--- src/rtl/can_filt_pkg.sv ---
package can_filt_pkg;

   localparam int unsigned FILT_BYTES  = 4;
   localparam int unsigned FILT_BYTE_W = 8;
   localparam int unsigned STD_ID_W    = 11;
   localparam int unsigned LEN_W       = 4;

   typedef enum logic {
      BANK_CODE = 1'b0,
      BANK_MASK = 1'b1
   } filt_bank_e;

endpackage

--- src/rtl/can_filt_regs.sv ---
module can_filt_regs
   import can_filt_pkg::*;
#(
   parameter int unsigned BYTE_W    = FILT_BYTE_W,
   parameter int unsigned NUM_BYTES = FILT_BYTES,
   parameter int unsigned ADDR_W    = $clog2(NUM_BYTES) + 1,
   parameter bit          MASK_PASS = 1'b1
) (
   input  logic                          clk,
   input  logic                          rst_n,
   input  logic                          cfg_mode,
   input  logic                          wr_en,
   input  logic [ADDR_W-1:0]             wr_addr,
   input  logic [BYTE_W-1:0]             wr_data,
   output logic [NUM_BYTES*BYTE_W-1:0]   code_o,
   output logic [NUM_BYTES*BYTE_W-1:0]   mask_o
);

   localparam int unsigned IDX_W = $clog2(NUM_BYTES);

   if (ADDR_W != IDX_W + 1) begin : g_bad_addr
      $error("can_filt_regs: ADDR_W must be one bank bit plus the byte index");
   end

   logic [BYTE_W-1:0] mask_rst;
   filt_bank_e        bank;
   logic [IDX_W-1:0]  idx;
   logic              wr_ok;

   if (MASK_PASS) begin : g_rst_pass
      assign mask_rst = '1;
   end else begin : g_rst_block
      assign mask_rst = '0;
   end

   assign bank  = filt_bank_e'(wr_addr[ADDR_W-1]);
   assign idx   = wr_addr[IDX_W-1:0];
   assign wr_ok = cfg_mode & wr_en;

   for (genvar k = 0; k < NUM_BYTES; k++) begin : g_byte
      localparam logic [IDX_W-1:0] KIDX = IDX_W'(k);
      logic [BYTE_W-1:0] code_q;
      logic [BYTE_W-1:0] mask_q;

      always_ff @(posedge clk) begin
         if (!rst_n) begin
            code_q <= '0;
            mask_q <= mask_rst;
         end else if (wr_ok && (idx == KIDX)) begin
            if (bank == BANK_CODE) begin
               code_q <= wr_data;
            end else begin
               mask_q <= wr_data;
            end
         end
      end

      assign code_o[k*BYTE_W +: BYTE_W] = code_q;
      assign mask_o[k*BYTE_W +: BYTE_W] = mask_q;
   end


   cfg_lock_chk: assert property (@(posedge clk) disable iff (!rst_n)
      !cfg_mode |=> ($stable(code_o) && $stable(mask_o)));

endmodule

--- src/rtl/can_filt_match.sv ---
module can_filt_match
   import can_filt_pkg::*;
#(
   parameter int unsigned BYTE_W    = FILT_BYTE_W,
   parameter int unsigned NUM_BYTES = FILT_BYTES,
   parameter int unsigned ID_W      = STD_ID_W,
   parameter int unsigned DLC_W     = LEN_W
) (
   input  logic [NUM_BYTES*BYTE_W-1:0]     code_i,
   input  logic [NUM_BYTES*BYTE_W-1:0]     mask_i,
   input  logic [ID_W-1:0]                 rx_id,
   input  logic                            rx_rtr,
   input  logic [DLC_W-1:0]                rx_dlc,
   input  logic [(NUM_BYTES-2)*BYTE_W-1:0] rx_data,
   output logic                            hit
);

   localparam int unsigned ID_LO_W = ID_W - BYTE_W;
   localparam int unsigned PAD_W   = BYTE_W - ID_LO_W - 1;

   if (ID_W <= BYTE_W || PAD_W < 1) begin : g_bad_id
      $error("can_filt_match: identifier must span byte 0 and part of byte 1");
   end
   if (NUM_BYTES < 3) begin : g_bad_bytes
      $error("can_filt_match: at least one data byte position is needed");
   end

   logic [NUM_BYTES-1:0] byte_ok;

   for (genvar k = 0; k < NUM_BYTES; k++) begin : g_cmp
      logic [BYTE_W-1:0] rx_b;
      logic [BYTE_W-1:0] care_b;
      logic [BYTE_W-1:0] code_b;
      logic [BYTE_W-1:0] mask_b;

      assign code_b = code_i[k*BYTE_W +: BYTE_W];
      assign mask_b = mask_i[k*BYTE_W +: BYTE_W];

      if (k == 0) begin : g_id_hi
         assign rx_b   = rx_id[ID_W-1 -: BYTE_W];
         assign care_b = '1;
      end else if (k == 1) begin : g_id_lo
         assign rx_b   = {rx_id[ID_LO_W-1:0], rx_rtr, {PAD_W{1'b0}}};
         assign care_b = {{(ID_LO_W+1){1'b1}}, {PAD_W{1'b0}}};
      end else begin : g_data
         localparam logic [DLC_W-1:0] NEED = DLC_W'(k - 1);
         logic present;
         assign present = !rx_rtr && (rx_dlc >= NEED);
         assign rx_b    = rx_data[(k-2)*BYTE_W +: BYTE_W];
         assign care_b  = {BYTE_W{present}};
      end

      assign byte_ok[k] = ~|((rx_b ^ code_b) & care_b & ~mask_b);
   end

   assign hit = &byte_ok;

endmodule

--- src/rtl/can_accept_filter.sv ---
module can_accept_filter
   import can_filt_pkg::*;
#(
   parameter int unsigned BYTE_W    = FILT_BYTE_W,
   parameter int unsigned NUM_BYTES = FILT_BYTES,
   parameter int unsigned ID_W      = STD_ID_W,
   parameter int unsigned DLC_W     = LEN_W,
   parameter bit          MASK_PASS = 1'b1,
   parameter int unsigned ADDR_W    = $clog2(NUM_BYTES) + 1,
   parameter int unsigned DATA_W    = (NUM_BYTES - 2) * BYTE_W
) (
   input  logic              clk,
   input  logic              rst_n,
   input  logic              cfg_mode,
   input  logic              wr_en,
   input  logic [ADDR_W-1:0] wr_addr,
   input  logic [BYTE_W-1:0] wr_data,
   input  logic [ID_W-1:0]   rx_id,
   input  logic              rx_rtr,
   input  logic [DLC_W-1:0]  rx_dlc,
   input  logic [DATA_W-1:0] rx_data,
   input  logic              hdr_done,
   output logic              accept
);

   localparam int unsigned VEC_W = NUM_BYTES * BYTE_W;

   if (DATA_W != (NUM_BYTES - 2) * BYTE_W) begin : g_bad_data
      $error("can_accept_filter: DATA_W must cover the data byte positions");
   end

   logic [VEC_W-1:0] code_w;
   logic [VEC_W-1:0] mask_w;
   logic             hit;
   logic             accept_q;

   can_filt_regs #(
      .BYTE_W    (BYTE_W),
      .NUM_BYTES (NUM_BYTES),
      .ADDR_W    (ADDR_W),
      .MASK_PASS (MASK_PASS)
   ) i_regs (
      .clk      (clk),
      .rst_n    (rst_n),
      .cfg_mode (cfg_mode),
      .wr_en    (wr_en),
      .wr_addr  (wr_addr),
      .wr_data  (wr_data),
      .code_o   (code_w),
      .mask_o   (mask_w)
   );

   can_filt_match #(
      .BYTE_W    (BYTE_W),
      .NUM_BYTES (NUM_BYTES),
      .ID_W      (ID_W),
      .DLC_W     (DLC_W)
   ) i_match (
      .code_i  (code_w),
      .mask_i  (mask_w),
      .rx_id   (rx_id),
      .rx_rtr  (rx_rtr),
      .rx_dlc  (rx_dlc),
      .rx_data (rx_data),
      .hit     (hit)
   );

   always_ff @(posedge clk) begin
      if (!rst_n) begin
         accept_q <= 1'b0;
      end else begin
         accept_q <= hdr_done & hit;
      end
   end

   assign accept = accept_q;


   pulse_src_chk: assert property (@(posedge clk) disable iff (!rst_n)
      accept |-> $past(hdr_done));


   pass_all_chk: assert property (@(posedge clk) disable iff (!rst_n)
      (hdr_done && (&mask_w)) |=> accept);


   id_hi_miss_chk: assert property (@(posedge clk) disable iff (!rst_n)
      (hdr_done && (((rx_id[ID_W-1 -: BYTE_W] ^ code_w[BYTE_W-1:0])
                     & ~mask_w[BYTE_W-1:0]) != '0)) |=> !accept);


   rst_quiet_chk: assert property (@(posedge clk)
      !rst_n |=> !accept);

endmodule

--- config.mk ---
export PLATFORM = sky130hd
export DESIGN_NAME = can_accept_filter
export DESIGN_NICKNAME = d
export VERILOG_FILES = /design/src/rtl/can_filt_pkg.sv /design/src/rtl/can_filt_regs.sv /design/src/rtl/can_filt_match.sv /design/src/rtl/can_accept_filter.sv
export SDC_FILE = /design/constraint.sdc
export NUM_CORES = 1
export LEC_CHECK = 0
export BUFFER_PORTS_ARGS = -buffer_cell sky130_fd_sc_hd__clkbuf_2
export CAP_MARGIN = 25
export CORE_MARGIN = 4
export CORE_UTILIZATION = 46
export CTS_CLUSTER_DIAMETER = 150
export CTS_CLUSTER_SIZE = 25
export DETAILED_ROUTE_END_ITERATION = 12
export PLACE_DENSITY = 0.8
export SLEW_MARGIN = 0
export SYNTH_ARGS = -nofsm -noshare
export SYNTH_HDL_FRONTEND = slang
export SYNTH_SLANG_ARGS = --single-unit
--- constraint.sdc ---
create_clock -name clk -period 3 [get_ports clk]
set_input_delay 0.45 -clock clk [delete_from_list [all_inputs] [get_ports clk]]
set_output_delay 0.45 -clock clk [all_outputs]
set_load 0.02 [all_outputs]
* Yosys cells after proc, flatten, opt, wreduce, memory -nomap -nowiden
Index checks and enable logic that the tools add are counted.
** Word-level totals
- Register bits after elaboration :: 65
- Input port bits :: 48
- Output and inout bits :: 1
- Word-level logic and storage cells :: 56
** Operators by class
- Magnitude comparators :: 2
- Equality and inequality tests :: 3
- Bitwise gates (word level) :: 17
- Reduce and logical (&&, ||, !) cells :: 25
** Operators with widths (number)
- $and A8 B8 Y8 :: 6
- $not A8 Y8 :: 4
- $reduce_or A8 Y1 :: 4
- $xor A8 B8 Y8 :: 4
- $reduce_and A2 Y1 :: 8
- $logic_and A1 B1 Y1 :: 6
- $logic_not A1 Y1 :: 5
- $eq A2 B2 Y1 const B :: 2
- $ge A4 B1 Y1 const B :: 1
- $ge A4 B2 Y1 const B :: 1
- $reduce_and A4 Y1 :: 1
- $and A1 B1 Y1 :: 2
- $eq A2 B1 Y1 const B :: 1
- $logic_not A2 Y1 :: 1
- $not A1 Y1 :: 1

* Depth between registers and ports, before layout
- Depth in word-level cells :: 8
- Mapped depth :: 5
- Depth with buffers taken out :: 5

* Modules after synthesis
A second synthesis with hierarchy kept.
** Unflattened totals
- Cell total of the unflattened synthesis :: 298
- Area total of the unflattened synthesis :: 2921.6 µm²
** Modules (own cells, without submodules)
- can_filt_regs :: instances 1, cells each 245, area each 2504.9 µm², seq. area each 1281.2 µm²
- can_filt_match :: instances 1, cells each 51, area each 390.4 µm², seq. area each 0.0 µm²
- can_accept_filter :: instances 1, cells each 2, area each 26.3 µm², seq. area each 20.0 µm²

* Worst setup path before layout
No wires, ideal clock.
- Kind :: input port to flip-flop
- Start :: input wr_addr[1]
- End :: register i_regs.g_byte[0].code_q[0]
- Library setup time :: 116 ps
- Arrival time :: 1335 ps
- Required time :: 2884 ps
- Slack :: 1548 ps
- Stages :: 5
- Path buffers :: 1
- Cells stage by stage :: nand3b_1 or3_1 buf_2 mux2i_1 nor2b_1
** Between the ends
- Longest elaborated chain between the ends :: 3
** Ends and longest elaborated chain
- start, declared :: RTL line can_accept_filter.sv:16 : input logic [ADDR_W-1:0] wr_addr,
- $logic_not A2 Y1 :: RTL line can_filt_regs.sv:49 : end else if (wr_ok && (idx == KIDX)) begin
- $logic_and A1 B1 Y1 :: RTL line can_filt_regs.sv:49
- $reduce_and A2 Y1 (no line)
- end signal, assigned :: RTL line can_filt_regs.sv:51 : code_q <= wr_data;
- end, declared :: RTL line can_filt_regs.sv:42 : logic [BYTE_W-1:0] code_q;
No other way between the ends.
A chain may end at the register's enable or synchronous reset.

* Final worst setup path
- Start :: register i_regs.g_byte[0].code_q[3]
- End :: register accept_q (netlist: accept)
** Between the ends
- Longest elaborated chain between the ends :: 6
** Ends and longest elaborated chain
- $xor A8 B8 Y8 :: RTL line can_filt_match.sv:53 : assign byte_ok[k] = ~|((rx_b ^ code_b) & care_b & ~mask_b);
- $and A8 B8 Y8 :: RTL line can_filt_match.sv:53
- $reduce_or A8 Y1 :: RTL line can_filt_match.sv:53
- $logic_not A1 Y1 :: RTL line can_filt_match.sv:53
- $reduce_and A4 Y1 :: RTL line can_filt_match.sv:56 : assign hit = &byte_ok;
- $and A1 B1 Y1 :: RTL line can_accept_filter.sv:72 : accept_q <= hdr_done & hit;
- end signal, assigned :: RTL line can_accept_filter.sv:72
- end, declared :: RTL line can_accept_filter.sv:35 : logic accept_q;
No other way between the ends.

==> metrics.md <==
| Metric | Value |
|---|---|
| Status | finished clean |
| Synth unique cells | 20 |
| Antenna diodes | 0 |
| Global-route wire length before repair | around 9000 µm |
| TritonCTS Sinks | 57 |
| Dpl cells | 371 |
| DRC viols | 0 |
| Post-cts sizing count | 0 |
| Die W | slightly above 80 µm |
| Worst-skew pair later-pin latency | 330 ps |
| CP Class | reg -> reg |
| Final min period | approximately 1500 ps |
| DRT iter0 DRCs | 139 |
| #FFs+latches synth | 57 |
| Fin nets | 360 |
| TritonCTS Buffers | 9 |
| Setup TNS Final | 0 ps |
| Global route overflow | 0 |
| Worst path cell trace | xnor2_1, o22ai_1, or4_1, nor4_1 |
| Required time worst endpoint | 3230 ps |
| Delay-heaviest family, CP | simple AND/OR/NAND/NOR gates |
| Initial Util | 48.2% |
| Routed WL per cell | 14.5 µm |
| Layout cells sized above 1 | 21.2% |
| Routability cong. | 0.796 |
| Syn Nets | 314 |
| CTS tree | built |
| CP Data Arrival Time | 1730 ps |
| Critical path fanouts, max | 2 |
| Final Core Density | 57.4% |
| Hold Path Class | in -> reg |
| Area grow syn2layout | 19.1% |
| Final period util | 50.1% |
| Layout fillers | 468 |
| Vias in the first global route | 1,870 |
| Startpoint types | register |
| Buf+Inv Stages, Crit Path | 0 |
| Die H | 81.6 µm |
| FP Rows | 26 |
| Maxcap violations | 0 |
| CP max stage cell | or4_1 |
| Clock root cell | clkbuf_8 |
| Sequential fraction of the synthesis area | 45.8% |
| Relative slew slack | 62.1% |
| Most common cell after layout, fill and taps aside | dfxtp_1 |
| Core box area | 5170 µm² |
| CP peak stage delay | 580 ps |
| P per Cell Area | 543 nW/µm² |
| Initial DRT Pass Iterations | 5 |
| Via density per instance | around 5 |
| H-tree depth | 3 |
| Hold-fix buffers, CTS | 0 |
| Ports | 49 |
| Final count of pins violating max slew | 0 |
| Post-route insts no fill | 386 |
| Clock Skew | 6.13 ps |
| Port Buffers | 48 |
| Most frequent cells in the layout | dfxtp_1, clkbuf_2, nand2_1, mux2i_1 |
| Worst Tran Pin Value | 568 ps |
| Global Route Usage Sum | 18.4% |
| Pleak | 1.24 nW |
| Largest net degree at the start of global routing | 33 |
| RSZ-0062 raised after global routing | no |
| Crit path capture type | register |
| Final wirelength | between 5000 and 6000 µm |
| Initial antenna violation count | 0 |
| Clock buffer depth | 2 |
| # Post-CTS Setup Buffers | 0 |
| Vias post-DR | 1,960 |
| CTS clk-pin slew, worst paths | around 60 ps |
| Syn_area_per_cell | approximately 9.4 µm² |
| Die ar. | 6660 µm² |
| Area of the mapped netlist | ~2500 µm² |
| Mapped Cells | 266 |
| Hpwl dp | 4070 µm |
| Yosys warning count | 0 |
| Peak supply drop | 0.397 mV |
| Antenna Nets Post-Route | 0 |
| Final hold vios | 0 |
| Max Clock Freq | 666 MHz |
| Endpoints failing setup | 0 |
## per-layer routing
layer	global-route usage [%]	part of all wire (%)	vias up
met5	0	0	-
met1	22.9	45	923
li1	-	-	981
met3	6.36	5.3	6
met2	30.0	48	50
met4	5.98	1.3	0
## worst min-delay path, stage by stage
cell       delay (ps)
clkbuf_2           90
o2111ai_1         100
nor4_1             60
## cell usage after synthesis
| cell type | instances | area share [%] |
|---|---|---|
| nor3_1 | 3 | 0.60 |
| or3_1 | 2 | 0.50 |
| mux2i_1 | 40 | 16 |
| nor2b_1 | 28 | 7.0 |
| or2_2 | 2 | 0.50 |
| clkbuf_1 | 12 | 1.8 |
| or4_1 | 1 | 0.30 |
| nor2_2 | 1 | 0.25 |
| nor4_1 | 4 | 1.0 |
| nand2_1 | 45 | 6.8 |
| nand3_1 | 17 | 3.4 |
| nor2_1 | 6 | 0.90 |
| dfxtp_1 | 57 | 46 |
| nand3b_1 | 1 | 0.30 |
| nor2_4 | 1 | 0.45 |
| buf_2 | 2 | 0.40 |
| o22ai_1 | 13 | 3.3 |
| nand2b_1 | 2 | 0.50 |
| o2111ai_1 | 1 | 0.35 |
| xnor2_1 | 28 | 9.8 |
## cell type report
cell class,count,area (µm²),area share [%]
Clock buffer,12,155,5.23
Clock inverter,3,40.0,1.35
Multi-Input combinational cell,195,1300,43.7
Sequential cell,57,1140,38.4
Tap cell,70,87.6,2.95
Timing Repair Buffer,49,248,8.34
## sequential cells by signal (all words and copies together) (netlist names)
signal and count:
i_regs.g_byte.code_q 28, i_regs.g_byte.mask_q 28, accept 1
## cells by family after synthesis
logic type                Yosys count  synth area share (%)
AOI/OAI and AO/OA                  14                  3.61
xor gates and xnor gates           28                  9.83
buffers and inverters              14                  2.21
DFF                                57                  45.8
muxes                              40                  16.1
and+or+nand+nor                   113                  22.5
## final timing paths
| check | cells past startpoint | end | from | slack, ps |
|---|---|---|---|---|
| max | 4 | accept | i_regs.g_byte[0].code_q[3] | 1500 |
| min | 3 | accept | hdr_done | 430 |
| max reg2reg | 4 | accept | i_regs.g_byte[0].code_q[3] | 1500 |
| min reg2reg | 2 | i_regs.g_byte[2].mask_q[1] | i_regs.g_byte[2].mask_q[1] | 470 |
## metrics by stage
stage	power, mW	setup slack (ps)	instance area, µm²	hold WS, ps
3_5_place_dp	0.928	1230	2770	455
5_1_grt	1.68	1390	2970	435
6_report	1.61	1500	2970	429
3_3_place_gp	0.926	1240	2770	452
2_1_floorplan	0.869	1550	2490	441
4_1_cts	1.63	1490	2970	410
## power by group
group / internal (mW) / switching (mW)
Sequential: 0.770 / 0.00761
Combinational: 0.0644 / 0.0702
Clock: 0.421 / 0.278
Note: power is estimated with default switching activity, not from simulation.
